### src/rtl/strc_pkg.sv
package strc_pkg;
  localparam int unsigned LEN_W  = 64;
  localparam int unsigned MAX_EL = 16;
  localparam int unsigned HALF   = MAX_EL / 2;
  localparam int unsigned IDX_W  = 32;
  localparam int unsigned CNT_W  = $clog2(MAX_EL + 1);

  typedef struct packed {
    logic [CNT_W-1:0]  eff_a;
    logic [CNT_W-1:0]  eff_b;
    logic [MAX_EL-1:0] mask_a;
    logic [MAX_EL-1:0] mask_b;
    logic [IDX_W-1:0]  idx;
    logic              cf;
    logic              zf;
    logic              sf;
    logic              of;
    logic              af;
    logic              pf;
  } res_t;
endpackage

### src/rtl/strc_len_sat.sv
module strc_len_sat #(
  parameter int unsigned LEN_W  = 64,
  parameter int unsigned MAX_EL = 16,
  parameter int unsigned CNT_W  = $clog2(MAX_EL + 1)
) (
  input  logic              wide_i,
  input  logic [CNT_W-1:0]  lim_i,
  input  logic [LEN_W-1:0]  len_i,
  output logic [CNT_W-1:0]  eff_o,
  output logic [MAX_EL-1:0] mask_o,
  output logic              short_o
);
  logic signed [LEN_W-1:0] s;
  logic signed [LEN_W-1:0] lim_s;
  logic                    sat;
  logic [CNT_W-1:0]        mag;

  assign s     = wide_i ? $signed(len_i) : $signed({{(LEN_W-32){len_i[31]}}, len_i[31:0]});
  assign lim_s = $signed({{(LEN_W-CNT_W){1'b0}}, lim_i});
  // compare before negating so the most negative value cannot wrap
  assign sat   = (s > lim_s) || (s < -lim_s);
  assign mag   = s[LEN_W-1] ? (~s[CNT_W-1:0] + CNT_W'(1)) : s[CNT_W-1:0];
  assign eff_o = sat ? lim_i : mag;
  assign short_o = eff_o < lim_i;

  for (genvar i = 0; i < MAX_EL; i++) begin : g_mask
    assign mask_o[i] = CNT_W'(i) < eff_o;
  end
endmodule

### src/rtl/strc_idx_find.sv
module strc_idx_find #(
  parameter int unsigned MAX_EL = 16,
  parameter int unsigned CNT_W  = $clog2(MAX_EL + 1)
) (
  input  logic [MAX_EL-1:0] vec_i,
  input  logic              scan_high_i,
  input  logic [CNT_W-1:0]  lim_i,
  output logic [CNT_W-1:0]  idx_o
);
  logic [CNT_W-1:0] lo_idx;
  logic [CNT_W-1:0] hi_idx;

  always_comb begin
    lo_idx = lim_i;
    for (int i = MAX_EL - 1; i >= 0; i--) begin
      if (vec_i[i]) lo_idx = CNT_W'(i);
    end
  end

  always_comb begin
    hi_idx = lim_i;
    for (int i = 0; i < MAX_EL; i++) begin
      if (vec_i[i]) hi_idx = CNT_W'(i);
    end
  end

  assign idx_o = scan_high_i ? hi_idx : lo_idx;
endmodule

### src/rtl/str_cmp_result.sv
module str_cmp_result
  import strc_pkg::*;
#(
  parameter bit OUT_REG = 1'b1
) (
  input  logic              clk_i,
  input  logic              rst_ni,
  input  logic              wide_i,
  input  logic              word_mode_i,
  input  logic              scan_high_i,
  input  logic [LEN_W-1:0]  len_a_i,
  input  logic [LEN_W-1:0]  len_b_i,
  input  logic [MAX_EL-1:0] match_i,
  output logic [CNT_W-1:0]  len_a_eff_o,
  output logic [CNT_W-1:0]  len_b_eff_o,
  output logic [MAX_EL-1:0] mask_a_o,
  output logic [MAX_EL-1:0] mask_b_o,
  output logic [IDX_W-1:0]  index_o,
  output logic              cf_o,
  output logic              zf_o,
  output logic              sf_o,
  output logic              of_o,
  output logic              af_o,
  output logic              pf_o
);
  logic [CNT_W-1:0]  lim;
  logic [MAX_EL-1:0] vec;
  logic [CNT_W-1:0]  idx;
  logic              short_a, short_b;
  res_t              res_d, res_q;

  assign lim = word_mode_i ? CNT_W'(HALF) : CNT_W'(MAX_EL);
  assign vec = word_mode_i ? {{(MAX_EL-HALF){1'b0}}, match_i[HALF-1:0]} : match_i;

  strc_len_sat #(.LEN_W(LEN_W), .MAX_EL(MAX_EL), .CNT_W(CNT_W)) u_sat_a (
    .wide_i (wide_i),
    .lim_i  (lim),
    .len_i  (len_a_i),
    .eff_o  (res_d.eff_a),
    .mask_o (res_d.mask_a),
    .short_o(short_a)
  );

  strc_len_sat #(.LEN_W(LEN_W), .MAX_EL(MAX_EL), .CNT_W(CNT_W)) u_sat_b (
    .wide_i (wide_i),
    .lim_i  (lim),
    .len_i  (len_b_i),
    .eff_o  (res_d.eff_b),
    .mask_o (res_d.mask_b),
    .short_o(short_b)
  );

  strc_idx_find #(.MAX_EL(MAX_EL), .CNT_W(CNT_W)) u_idx (
    .vec_i      (vec),
    .scan_high_i(scan_high_i),
    .lim_i      (lim),
    .idx_o      (idx)
  );

  assign res_d.idx = IDX_W'(idx);
  assign res_d.cf  = |vec;
  assign res_d.zf  = short_b;
  assign res_d.sf  = short_a;
  assign res_d.of  = vec[0];
  assign res_d.af  = 1'b0;
  assign res_d.pf  = 1'b0;

  if (OUT_REG) begin : g_oreg
    always_ff @(posedge clk_i or negedge rst_ni) begin
      if (!rst_ni) res_q <= '0;
      else         res_q <= res_d;
    end
  end else begin : g_comb
    assign res_q = res_d;
  end

  assign len_a_eff_o = res_q.eff_a;
  assign len_b_eff_o = res_q.eff_b;
  assign mask_a_o    = res_q.mask_a;
  assign mask_b_o    = res_q.mask_b;
  assign index_o     = res_q.idx;
  assign cf_o        = res_q.cf;
  assign zf_o        = res_q.zf;
  assign sf_o        = res_q.sf;
  assign of_o        = res_q.of;
  assign af_o        = res_q.af;
  assign pf_o        = res_q.pf;
endmodule

### config.mk
export PLATFORM = sky130hd
export DESIGN_NAME = str_cmp_result
export DESIGN_NICKNAME = d
export VERILOG_FILES = /design/src/rtl/strc_pkg.sv /design/src/rtl/strc_len_sat.sv /design/src/rtl/strc_idx_find.sv /design/src/rtl/str_cmp_result.sv
export SDC_FILE = /design/constraint.sdc
export NUM_CORES = 1
export LEC_CHECK = 0
export BUFFER_PORTS_ARGS = -buffer_cell sky130_fd_sc_hd__buf_2
export CAP_MARGIN = 20
export CORE_MARGIN = 2
export CORE_UTILIZATION = 50
export DETAILED_ROUTE_END_ITERATION = 8
export PLACE_DENSITY_LB_ADDON = 0.15
export SLEW_MARGIN = 5
export SYNTH_ARGS = -nofsm -noshare
export SYNTH_HDL_FRONTEND = slang
export SYNTH_HIERARCHICAL = 1
export SYNTH_SLANG_ARGS = --single-unit
### constraint.sdc
create_clock -name clk_i -period 0.8 [get_ports clk_i]
set_input_delay 0 -clock clk_i [delete_from_list [all_inputs] [get_ports clk_i]]
set_output_delay 0 -clock clk_i [all_outputs]
set_load 0.02 [all_outputs]
# Word-level counts from Yosys, hierarchy flattened
# Index checks and enable logic that the tools add are counted.
# classes
n_addsub	3
magnitude_cmp	38
muxes	41
bitwise	2
n_reduce_logical	3
# op_table
op	count
$mux 5	38
$gt 64x6->1	2
$lt 64x64->1	2
$mux 64	2
$lt 4x5->1 const A	16
$neg 5->64	1
$lt 3x5->1 const A	8
$lt 1x5->1 const A	4
$lt 2x5->1 const A	4
$mux 16	1
$reduce_or 16->1	1
$add 5x1->5 const B	2
$lt 5x5->1	2
$not 5->5	2
$logic_or 1x1->1	2
# totals
reg_bits	51
in_bits	149

# Depth between registers and ports, before layout
# Gate-level depths: netlist of the first run.
# depth
depth_word	18
mapped_depth	21
mapped_depth_nobuf	19

# By module
# Netlist of the first run, hierarchy kept.
# by_module_without_submodules
mod	instances	cells_per_inst	area_each_um2	seq_area_each_um2
strc_len_sat	2	404	2910.3	0.0
str_cmp_result	1	96	1592.8	1276.2
strc_idx_find	1	59	322.8	0.0

# Worst setup path after synthesis of the first run
# OpenSTA, ideal clock, no wires.
# synth_timing
path_type	input -> register
startpoint	input port word_mode_i
endpoint	register res_q (netlist bit sf_o)
t_arrival_ns	4.600
required_time_ns	0.733
path_slack_ns	-3.867
cell_stages	20
cell_sequence	inv_1 -> buf_6 -> nor3_4 -> nand2_2 -> inv_1 -> buf_1 -> ha_1 -> nand2_1 -> or4_4 -> or4b_4 -> a211oi_2 -> o211ai_1 -> nand3_2 -> buf_12 -> mux2_4 -> ha_1 -> a2111oi_0 -> nand2b_1 -> o21ai_0 -> a41o_1
# synth_rtl
element	line	source
start, declared	str_cmp_result.sv:9	input logic word_mode_i,
end signal, assigned	str_cmp_result.sv:71	else res_q <= res_d;
end, declared	str_cmp_result.sv:30	res_t res_d, res_q;

==> load_flow_metrics.sql, run 1 <==
INSERT INTO impl_metrics (metric_group, metric, value, unit) VALUES
('drt', 'first_pass_detailed_route_iteration_total', '5', ''),
('layout', 'layout.nets', '1657', ''),
('timing', 'final_critical_path_setup_slack', '-2.917', 'ns'),
('status', 'outcome', 'finished with violations', ''),
('synthesis', 'yosys_warnings', '6', ''),
('synthesis', 'synthArstFlopShare', '100.0', '%'),
('drt', 'post-route-drc-count', '0', ''),
('critical_path', 'setup.worst_path.class', 'in2reg', ''),
('grt', 'grt_start_max_net_pins', '52', ''),
('layout', 'diodes', '0', ''),
('placement', 'dp_hpwl', '20.29', 'mm'),
('floorplanning', 'die_h', '128.4', 'um'),
('drt', 'drt-wirelength-per-cell', '19.33', 'um'),
('floorplanning', 'floorplan.die_area', '0.01648', 'mm2'),
('floorplanning', 'io-pin-count', '229', ''),
('floorplanning', 'fp-row-count', '45', ''),
('synthesis', 'synthesis.area', '0.007736', 'mm2'),
('critical_path', 'critPathMostFrequentCell', 'sky130_fd_sc_hd__a21oi_1', ''),
('critical_path', 'critical_path_buf_inv_count', '6', ''),
('synthesis', 'synth_most_common_cell', 'sky130_fd_sc_hd__nand2_1', ''),
('critical_path', 'largest_stage_delay_worst_path', '0.37', 'ns'),
('pwr', 'sequentialPowerShare', '23.5', '%'),
('grt', 'initial_antenna_violation_count', '0', ''),
('pwr', 'static_leakage', '5.786', 'nW'),
('pwr', 'power.share.switching', '37.18', '%'),
('timing', 'grt_setup_unrepaired', 'true', ''),
('synthesis', 'synthDistinctLibCells', '79', ''),
('grt', 'grt.overflow.total', '0', ''),
('critical_path', 'path_cells', 'buf_8, clkinvlp_4, buf_6, nor3_4, nand2_4, inv_8, buf_4, ha_1, nor2b_1, a21oi_1, a21oi_1, o2111ai_1, nor4bb_4, mux2i_1, nand3_2, buf_12, mux2_4, ha_4, a2111oi_4, nand2b_1, o21ai_1, a41o_1', ''),
('grt', 'grtUsageTotal', '33.65', '%'),
('clock_tree', 'worst_setup_hold_path_clk_slew', '0.08', 'ns'),
('synthesis', 'synth_commonest_cells', '101 x sky130_fd_sc_hd__nand2_1, 92 x sky130_fd_sc_hd__ha_1, 80 x sky130_fd_sc_hd__a21oi_1, 71 x sky130_fd_sc_hd__nor2_1, 51 x sky130_fd_sc_hd__dfrtp_1', ''),
('layout', 'multiInputGateArea', '0.006523', 'mm2'),
('floorplanning', 'start_util', '51.08', '%'),
('drt', 'initialDrtViolationCount', '935', ''),
('critical_path', 'critical_path_required', '1.04', 'ns'),
('synthesis', 'synth_simple_gate_area_share', '24.41', '%'),
('critical_path', 'critPathSlowestCell', 'sky130_fd_sc_hd__a2111oi_4', ''),
('synthesis', 'synth.top_cells.by_area', 'sky130_fd_sc_hd__dfrtp_1 16%, sky130_fd_sc_hd__ha_1 15%, sky130_fd_sc_hd__mux2i_1 6.0%', ''),
('critical_path', 'critical_path.top_delay_family', 'compound AO/OA/AOI/OAI gates', ''),
('synthesis', 'post_syn_instances', '963', ''),
('synthesis', 'netlist.area_leader.share', '16.50', '%'),
('clock_tree', 'tritoncts', 'built', ''),
('synthesis', 'synth-main-ff-cell', 'sky130_fd_sc_hd__dfrtp_1', ''),
('synthesis', 'post_synth_fa_ha_maj_area_fraction', '15.91', '%'),
('placement', 'dpl_worst_slack', '-3.292', 'ns'),
('synthesis', 'post_synthesis_mux_area_share', '9.348', '%'),
('synthesis', 'synthDominantAreaCellType', 'sky130_fd_sc_hd__dfrtp_1', ''),
('status', 'violations', 'negative setup slack', ''),
('synthesis', 'syn-mean-instance-area', '8.033', 'um2'),
('layout', 'post_route_cells_drive_above_1_share', '42.55', '%'),
('clock_tree', 'cts_max_level', '2', ''),
('timing', 'timing_hold_violations_final', '0', ''),
('drt', 'avgViaCountPerCell', '6.110', ''),
('hold_path', 'worstHoldPathCells', '2', ''),
('grt', 'grt_pass1_vias', '9407', ''),
('critical_path', 'critical_path_arrival', '3.96', 'ns'),
('pwr', 'total_power', '12.89', 'mW'),
('layout', 'area_delta_synth_final', '55.88', '%'),
('critical_path', 'worstSetupPathDepth', '22', ''),
('timing', 'max_clock_freq', '0.2690', 'GHz'),
('clock_tree', 'cts_root_buf', 'sky130_fd_sc_hd__clkbuf_16', ''),
('timing', 'worst_pin_slew', '0.5587', 'ns'),
('timing', 'final-setup-viol-count', '96', ''),
('placement', 'place.port_buffers', '199', ''),
('synthesis', 'synth_seq_area_share', '16.50', '%'),
('critical_path', 'start_kind', 'input pin', ''),
('synthesis', 'edff_count_synth', '0', ''),
('floorplanning', 'die_w', '128.4', 'um'),
('job', 'timing.max_cap.violations', '0', ''),
('drt', 'finalWirelength', '31.03', 'mm');
-- power groups by stage --
stage	registers, mW	logic [mW]	clock network (mW)
floorplan	3.37	2.94	0
global placement	2.97	5.31	0
detailed placement	2.98	5.41	0
CTS	2.99	6.33	2.75
global route	3.05	7.44	2.93
finish	3.03	7.04	2.81
-- path summary, 6_finish.rpt --
path                             start                        to  slack, ns
hold / removal             scan_high_i      index_o[2]$_DFF_PN0_       0.07
max in group asynchronous       rst_ni     mask_a_o[5]$_DFF_PN0_       0.30
setup / recovery           word_mode_i            zf_o$_DFF_PN0_      -2.92
min in group asynchronous       rst_ni  len_a_eff_o[0]$_DFF_PN0_       0.27
-- area by class of cell --
cell class	count	share of cell area, %
Timing Repair inverter	1	0.07263
Multi-Input combinational cell	847	54.09
Inverter	34	1.276
Timing Repair Buffer	476	30.43
Clock inverter	3	0.5603
Sequential cell	51	10.58
Tap cell	188	1.951
Clock buffer	5	1.038
-- sequential cells by signal (all words and copies together) (netlist names) --
register,flops
sf_o,1
len_b_eff_o,5
mask_a_o,16
index_o,5
cf_o,1
of_o,1
len_a_eff_o,5
zf_o,1
mask_b_o,16
-- through the flow --
stage | std cells | utilization (%) | instance area [um2] | TNS, ns
after floorplan | 1008 | - | 8190 | -95.28
after global placement | 1533 | 69.35 | 10500 | -112.11
after detailed placement | 1533 | 69.35 | 10500 | -114.57
after CTS | 1597 | 77.60 | 11750 | -104.54
after global routing | 1605 | 79.62 | 12060 | -108.68
final | 1605 | 79.62 | 12060 | -103.76
-- routing by layer --
layer | global-route usage (%) | vias up | share of wire, %
li1 | - | 4418 | -
met5 | 0 | - | 0
met4 | 16.29 | 0 | 5.3
met1 | 40.03 | 4561 | 38
met2 | 59.79 | 648 | 49
met3 | 4.532 | 180 | 8.2
-- cell families (layout without fill, tap and decap cells) --
family	after synthesis	in the layout
adder cells (fa/ha/maj)	100	100
buffers and inverters	110	519
AND/OR/NAND/NOR	351	351
flip-flops	51	51
other	1	46
AO/OA/AOI/OAI	232	232
XOR/XNOR	52	52
multiplexers	66	66
-- repair_timing --
action | CTS | global route
resized for setup | 166 | 79
pin swaps | 27 | 22
hold endpoints to repair | 52 | 0
hold buffers | 2 | 0
setup buffers | 57 | 19
endpoints found under the setup margin | 82 | 100
gates cloned | 1 | 0
-- layout by cell type (no fill, tap or decap), types with 12 or more instances in the layout --
cell and count:
sky130_fd_sc_hd__o21ai_0 14, sky130_fd_sc_hd__nor2_1 65, sky130_fd_sc_hd__mux2_4 12, sky130_fd_sc_hd__a31oi_1 23, sky130_fd_sc_hd__dfrtp_1 51, sky130_fd_sc_hd__buf_2 146
sky130_fd_sc_hd__xnor2_1 30, sky130_fd_sc_hd__a21oi_1 76, sky130_fd_sc_hd__buf_4 229, sky130_fd_sc_hd__nor3_1 20, sky130_fd_sc_hd__mux2i_1 39, sky130_fd_sc_hd__nand2_1 95
sky130_fd_sc_hd__buf_6 87, sky130_fd_sc_hd__ha_1 80, sky130_fd_sc_hd__nor4_1 34, sky130_fd_sc_hd__nand3_1 19, sky130_fd_sc_hd__conb_1 46, sky130_fd_sc_hd__xor2_1 22
sky130_fd_sc_hd__inv_1 27
(Power assumes the default switching activity.)
==> run 2: changes to the inputs <==
--- a/config.mk
+++ b/config.mk
@@ -11,6 +11,7 @@
 export CORE_UTILIZATION = 50
 export DETAILED_ROUTE_END_ITERATION = 8
 export PLACE_DENSITY_LB_ADDON = 0.15
+export REMOVE_ABC_BUFFERS = 1
 export SLEW_MARGIN = 5
 export SYNTH_ARGS = -nofsm -noshare
 export SYNTH_HDL_FRONTEND = slang
==> load_flow_metrics.sql, run 2 (synthesis gave the netlist of run 1 again) <==
INSERT INTO impl_metrics (metric_group, metric, value, unit) VALUES
('timing', 'timing_hold_violations_final', '0', ''),
('floorplanning', 'core-area', '0.01515', 'mm2'),
('clock_tree', 'cts_max_level', '2', ''),
('grt', 'first_pass_grt_wire_length', '41.50', 'mm'),
('pwr', 'ir_worst_vdd', '1.316', 'mV'),
('job', 'timing.max_cap.violations', '0', ''),
('layout', 'diodes', '0', ''),
('hold_path', 'hold_path_class', 'in2reg', ''),
('drt', 'post-route-drc-count', '0', ''),
('timing', 'fin_worst_hold_slack', '0.01864', 'ns'),
('clock_tree', 'clockBufferDepth', '2', ''),
('layout', 'post_route_cells_drive_above_1_share', '40.29', '%'),
('status', 'violations', 'negative setup slack', ''),
('drt', 'first_pass_detailed_route_iteration_total', '6', ''),
('layout', 'regArea', '0.001276', 'mm2'),
('grt', 'grt_start_max_net_pins', '52', ''),
('clock_tree', 'tritoncts', 'built', ''),
('pwr', 'total_power', '12.41', 'mW'),
('placement', 'dp_hpwl', '20.12', 'mm'),
('clock_tree', 'cts_root_buf', 'sky130_fd_sc_hd__clkbuf_16', ''),
('timing', 'worst_pin_slew', '0.6078', 'ns'),
('layout', 'layout.nets', '1630', ''),
('layout', 'stdcell_area', '0.01168', 'mm2'),
('floorplanning', 'start_util', '51.08', '%'),
('drt', 'finalWirelength', '27.40', 'mm'),
('floorplanning', 'die_h', '128.4', 'um'),
('timing', 'final_critical_path_setup_slack', '-2.862', 'ns'),
('critical_path', 'path_cells', 'buf_12, buf_8, buf_12, nor4b_4, xor2_1, or4_4, nor4b_4, o2111ai_1, nor4bb_4, mux2i_1, nand3_2, buf_12, mux2_4, ha_4, a2111oi_4, buf_4, nand2b_1, o21ai_1, a41o_1', ''),
('clock_tree', 'worst_setup_hold_path_clk_slew', '0.07', 'ns'),
('clock_tree', 'clock_sink_count', '51', ''),
('timing', 'relSlewSlack', '58.95', '%'),
('placement', 'dpl_worst_slack', '-3.523', 'ns'),
('critical_path', 'critical_path_peak_fanout', '8', ''),
('critical_path', 'critical_path_required', '1.03', 'ns'),
('layout', 'layout_common_cells', '219 x sky130_fd_sc_hd__buf_4, 146 x sky130_fd_sc_hd__buf_2, 100 x sky130_fd_sc_hd__nand2_1', ''),
('timing', 'final-setup-viol-count', '74', ''),
('placement', 'placedCellCount', '1538', ''),
('pwr', 'power_density', '1062', 'mW/mm2'),
('timing', 'max_clock_freq', '0.2731', 'GHz'),
('grt', 'initial_antenna_violation_count', '0', ''),
('drt', 'initialDrtViolationCount', '759', ''),
('timing', 'timing.setup.tns', '-95.65', 'ns'),
('layout', 'area_delta_synth_final', '51.01', '%'),
('grt', 'grt.overflow.total', '0', ''),
('status', 'outcome', 'finished with violations', ''),
('floorplanning', 'floorplan.die_area', '0.01648', 'mm2'),
('timing', 'grt_setup_unrepaired', 'true', ''),
('placement', 'place.port_buffers', '199', ''),
('timing', 'report.final.slew_viol_count', '0', ''),
('grt', 'grtUsageTotal', '30.58', '%'),
('timing', 'min_period_over_period', '457.7', '%'),
('layout', 'finalCoreUtilization', '77.13', '%'),
('critical_path', 'setup.worst_path.class', 'in2reg', ''),
('critical_path', 'critical_path.endpoint_type', 'flop', ''),
('layout', 'multiInputGateArea', '0.006411', 'mm2'),
('critical_path', 'start_kind', 'input pin', ''),
('layout', 'most_common_library_cell_in_the_layout_ignoring_fill_and_taps', 'sky130_fd_sc_hd__buf_4', ''),
('drt', 'drt-wirelength-per-cell', '17.36', 'um'),
('layout', 'num-fill-cells', '1118', ''),
('floorplanning', 'io-pin-count', '229', ''),
('clock_tree', 'cts_made_buffers', '5', ''),
('floorplanning', 'die_w', '128.4', 'um'),
('floorplanning', 'fp-row-count', '45', ''),
('timing', 'min_period', '3.662', 'ns'),
('critical_path', 'largest_stage_delay_worst_path', '0.59', 'ns'),
('critical_path', 'critPathSlowestCell', 'sky130_fd_sc_hd__or4_4', ''),
('layout', 'final_cell_count_without_fillers', '1578', ''),
('critical_path', 'critPathMostFrequentCell', 'sky130_fd_sc_hd__buf_12', ''),
('grt', 'grt_pass1_vias', '8950', ''),
('critical_path', 'critical_path_arrival', '3.89', 'ns'),
('drt', 'avgViaCountPerCell', '5.787', ''),
('drt', 'ant_nets', '0', ''),
('drt', 'route.vias.total', '9132', ''),
('placement', 'gp_congestion', '0.9677', ''),
('placement', 'dpl_cell_area', '0.01035', 'mm2'),
('pwr', 'static_leakage', '5.591', 'nW');
-- run 2: critical path, delay by kind of cell --
family | cells | cell delay [ns]
fa+ha+maj | 1 | 0.17
buf+inv | 5 | 0.73
compound gates | 4 | 0.64
xor+xnor | 1 | 0.14
simple gates | 6 | 1.66
mux | 2 | 0.53
-- run 2: worst paths after layout --
kind / from / endpoint / slack (ns) / depth (start not counted)
max: word_mode_i / zf_o$_DFF_PN0_ / -2.86 / 19
min: match_i[1] / cf_o$_DFF_PN0_ / 0.02 / 3
max in group asynchronous: rst_ni / mask_a_o[3]$_DFF_PN0_ / 0.33 / 3
min in group asynchronous: rst_ni / of_o$_DFF_PN0_ / 0.23 / 3
-- run 2: final cells by class --
class | instances | share of cell area (%)
flip-flops and latches | 51 | 10.92
multi-input cells | 847 | 54.88
clock buffers | 5 | 1.071
well taps | 188 | 2.013
repair buffers | 450 | 29.31
clock inverters | 3 | 0.5783
inverters | 34 | 1.221
-- run 2: timing repair --
item	in CTS	in global routing
cloned	0	1
endpoints found under the setup margin	84	100
gates resized for setup	142	77
hold endpoints to repair	52	0
pin swaps	16	23
buffers inserted	17	14
hold buffers	2	0
-- run 2: report_power, final --
part / total [mW] / switching [mW] / internal, mW
combinational: 6.61 / 3.34 / 3.27
clock: 2.78 / 0.982 / 1.79
sequential: 3.03 / 0.159 / 2.87
total: 12.4 / 4.48 / 7.93
-- run 2: per-layer routing --
metal | vias to the layer above | GRT usage, % | wire length, um
li1 | 4368 | - | -
met3 | 84 | 3.410 | 1690
met4 | 0 | 10.54 | 850
met1 | 4247 | 36.98 | 11130
met2 | 433 | 56.20 | 13720
met5 | - | 0 | 0
==> run 3: changes to the inputs <==
--- a/config.mk
+++ b/config.mk
@@ -7,7 +7,7 @@
 export LEC_CHECK = 0
 export BUFFER_PORTS_ARGS = -buffer_cell sky130_fd_sc_hd__buf_2
 export CAP_MARGIN = 20
-export CORE_MARGIN = 2
+export CORE_MARGIN = 4
 export CORE_UTILIZATION = 50
 export DETAILED_ROUTE_END_ITERATION = 8
 export PLACE_DENSITY_LB_ADDON = 0.15
==> load_flow_metrics.sql, run 3 (synthesis gave the netlist of run 1 again) <==
INSERT INTO impl_metrics (metric_group, metric, value, unit) VALUES
('drt', 'drt-wirelength-per-cell', '18.26', 'um'),
('drt', 'first_pass_detailed_route_iteration_total', '6', ''),
('clock_tree', 'worst_setup_hold_path_clk_slew', '0.08', 'ns'),
('timing', 'min_period', '3.640', 'ns'),
('placement', 'dp_hpwl', '20.55', 'mm'),
('pwr', 'power.net_switching', '4.657', 'mW'),
('grt', 'grt_start_max_net_pins', '52', ''),
('timing', 'timing.setup.tns', '-97.27', 'ns'),
('status', 'violations', 'negative setup slack', ''),
('clock_tree', 'clock_sink_count', '51', ''),
('pwr', 'power_density', '1007', 'mW/mm2'),
('clock_tree', 'clockBufferDepth', '2', ''),
('grt', 'grt.overflow.total', '0', ''),
('floorplanning', 'floorplan.die_area', '0.01753', 'mm2'),
('hold_path', 'hold_path_class', 'in2reg', ''),
('floorplanning', 'start_util', '50.89', '%'),
('critical_path', 'largest_stage_delay_worst_path', '0.55', 'ns'),
('pwr', 'ir_worst_vdd', '0.9594', 'mV'),
('critical_path', 'start_kind', 'input pin', ''),
('layout', 'post_route_cells_drive_above_1_share', '42.31', '%'),
('placement', 'place.port_buffers', '199', ''),
('clock_tree', 'tritoncts', 'built', ''),
('critical_path', 'critical_path_peak_fanout', '5', ''),
('hold_path', 'worstHoldPathCells', '3', ''),
('clock_tree', 'cts_root_buf', 'sky130_fd_sc_hd__clkbuf_16', ''),
('grt', 'grt_pass1_vias', '9061', ''),
('pwr', 'static_leakage', '5.625', 'nW'),
('drt', 'avgViaCountPerCell', '5.845', ''),
('floorplanning', 'core-area', '0.01520', 'mm2'),
('critical_path', 'critPathSlowestCell', 'sky130_fd_sc_hd__or4_4', ''),
('pwr', 'combPwrFrac', '56.5', '%'),
('layout', 'area_delta_synth_final', '54.37', '%'),
('layout', 'finalCoreUtilization', '78.56', '%'),
('job', 'timing.max_cap.violations', '0', ''),
('pwr', 'clock_power_share', '18.3', '%'),
('pwr', 'p_int', '7.372', 'mW'),
('critical_path', 'critical_path_arrival', '3.87', 'ns'),
('drt', 'route.vias.total', '9235', ''),
('layout', 'most_common_library_cell_in_the_layout_ignoring_fill_and_taps', 'sky130_fd_sc_hd__buf_4', ''),
('drt', 'initialDrtViolationCount', '879', ''),
('floorplanning', 'io-pin-count', '229', ''),
('timing', 'report.final.slew_viol_count', '0', ''),
('critical_path', 'critical_path_buf_inv_count', '4', ''),
('hold_path', 'min_from', 'match_i[7]', ''),
('critical_path', 'path_cells', 'buf_12, buf_12, clkinv_4, and3_4, ha_4, ha_4, nand2_2, or4_4, nor4b_4, o2111ai_1, nor4bb_4, mux2i_1, nand3_2, buf_6, mux2_4, ha_1, a2111oi_4, nand2b_1, o21ai_1, a41o_1', ''),
('timing', 'min_period_over_period', '455.0', '%'),
('floorplanning', 'die_h', '132.4', 'um'),
('pwr', 'sequentialPowerShare', '25.2', '%'),
('drt', 'ant_nets', '0', ''),
('hold_path', 'hold-path-endpoint', 'cf_o$_DFF_PN0_', ''),
('clock_tree', 'cts_made_buffers', '5', ''),
('timing', 'final_critical_path_setup_slack', '-2.840', 'ns'),
('floorplanning', 'die_w', '132.4', 'um'),
('layout', 'layout.nets', '1632', ''),
('floorplanning', 'fp-row-count', '45', ''),
('critical_path', 'critical_path_required', '1.03', 'ns'),
('critical_path', 'crit_start', 'word_mode_i', ''),
('pwr', 'power.share.switching', '38.71', '%'),
('grt', 'initial_antenna_violation_count', '0', ''),
('status', 'outcome', 'finished with violations', ''),
('clock_tree', 'cts_max_level', '2', ''),
('critical_path', 'setup.worst_path.class', 'in2reg', ''),
('timing', 'final-setup-viol-count', '90', ''),
('drt', 'finalWirelength', '28.85', 'mm'),
('timing', 'worst_pin_slew', '0.5926', 'ns'),
('timing', 'timing_hold_violations_final', '0', ''),
('layout', 'layout_common_cells', '214 x sky130_fd_sc_hd__buf_4, 146 x sky130_fd_sc_hd__buf_2, 98 x sky130_fd_sc_hd__nand2_1', ''),
('drt', 'post-route-drc-count', '0', ''),
('grt', 'first_pass_grt_wire_length', '42.67', 'mm'),
('timing', 'relSlewSlack', '59.98', '%'),
('timing', 'max_clock_freq', '0.2747', 'GHz'),
('grt', 'grtUsageTotal', '29.00', '%'),
('timing', 'grt_setup_unrepaired', 'true', ''),
('critical_path', 'critical_path.endpoint_type', 'flop', ''),
('placement', 'gp_congestion', '0.9010', ''),
('critical_path', 'critical_path.top_delay_family', 'simple AND/OR/NAND/NOR gates', ''),
('layout', 'diodes', '0', '');
[run 3: cell types whose count changed in the layout (fill, tap and decap cells not counted), sizes merged]
| cell | change |
|---|---|
| buf | +2 |
| clkinv | +1 |
| clkinvlp | +1 |
| bufinv | -2 |
[run 3: final cells by class]
class,count,area (um2)
clock buffer,5,125.1
clock inverter,3,23.77
fill,1039,3259
inverter,34,138.9
multi-input combinational,847,6640
sequential,51,1276
tap,188,235.2
timing repair buffer,452,3503
[run 3: how the worst max path moves through the flow]
stage	endpoint	slack, ns	depth (start not counted)
final	sf_o$_DFF_PN0_	-2.84	20
after global routing	sf_o$_DFF_PN0_	-2.98	22
after CTS	sf_o$_DFF_PN0_	-2.73	20
after detailed placement	sf_o$_DFF_PN0_	-3.43	22
after global placement	zf_o$_DFF_PN0_	-3.30	19
after floorplan	sf_o$_DFF_PN0_	-4.16	18
[run 3: layer usage]
layer	up-vias	share of wire [%]	track usage, %
li1	4377	-	-
met1	4294	39	36.05
met2	447	49	49.91
met3	117	6.8	4.275
met4	0	4.9	12.59
met5	-	0	0
[run 3: per-stage QoR]
| step | hold WS (ns) | worst slack [ns] | power (mW) | cells | area, um2 |
|---|---|---|---|---|---|
| after floorplan | -0.2956 | -4.155 | 5.788 | 932 | 7428 |
| after global placement | 0.008896 | -3.298 | 8.162 | 1535 | 10340 |
| after detailed placement | 0.007543 | -3.435 | 8.255 | 1535 | 10340 |
| after CTS | 0.005630 | -2.735 | 11.20 | 1561 | 11320 |
| after global routing | 0.07081 | -2.975 | 12.64 | 1580 | 11940 |
| final | 0.05633 | -2.840 | 12.03 | 1580 | 11940 |
[run 3: what timing repair did]
item / 4_1_cts / 5_1_grt
endpoints found under the hold margin: 52 / 0
endpoints found under the setup margin: 92 / 101
setup buffers: 15 / 18
gates cloned: 1 / 1
pin swaps: 20 / 27
resized for setup: 166 / 105
hold buffers: 2 / 0
[run 3: power groups by stage]
stage               registers, mW  logic [mW]  clock network, mW
global placement             2.99        5.18                  0
global route                 3.06        7.26               2.33
floorplan                    3.37        2.42                  0
detailed placement           2.99        5.27                  0
finish                       3.03        6.80               2.20
CTS                          3.01        6.02               2.17
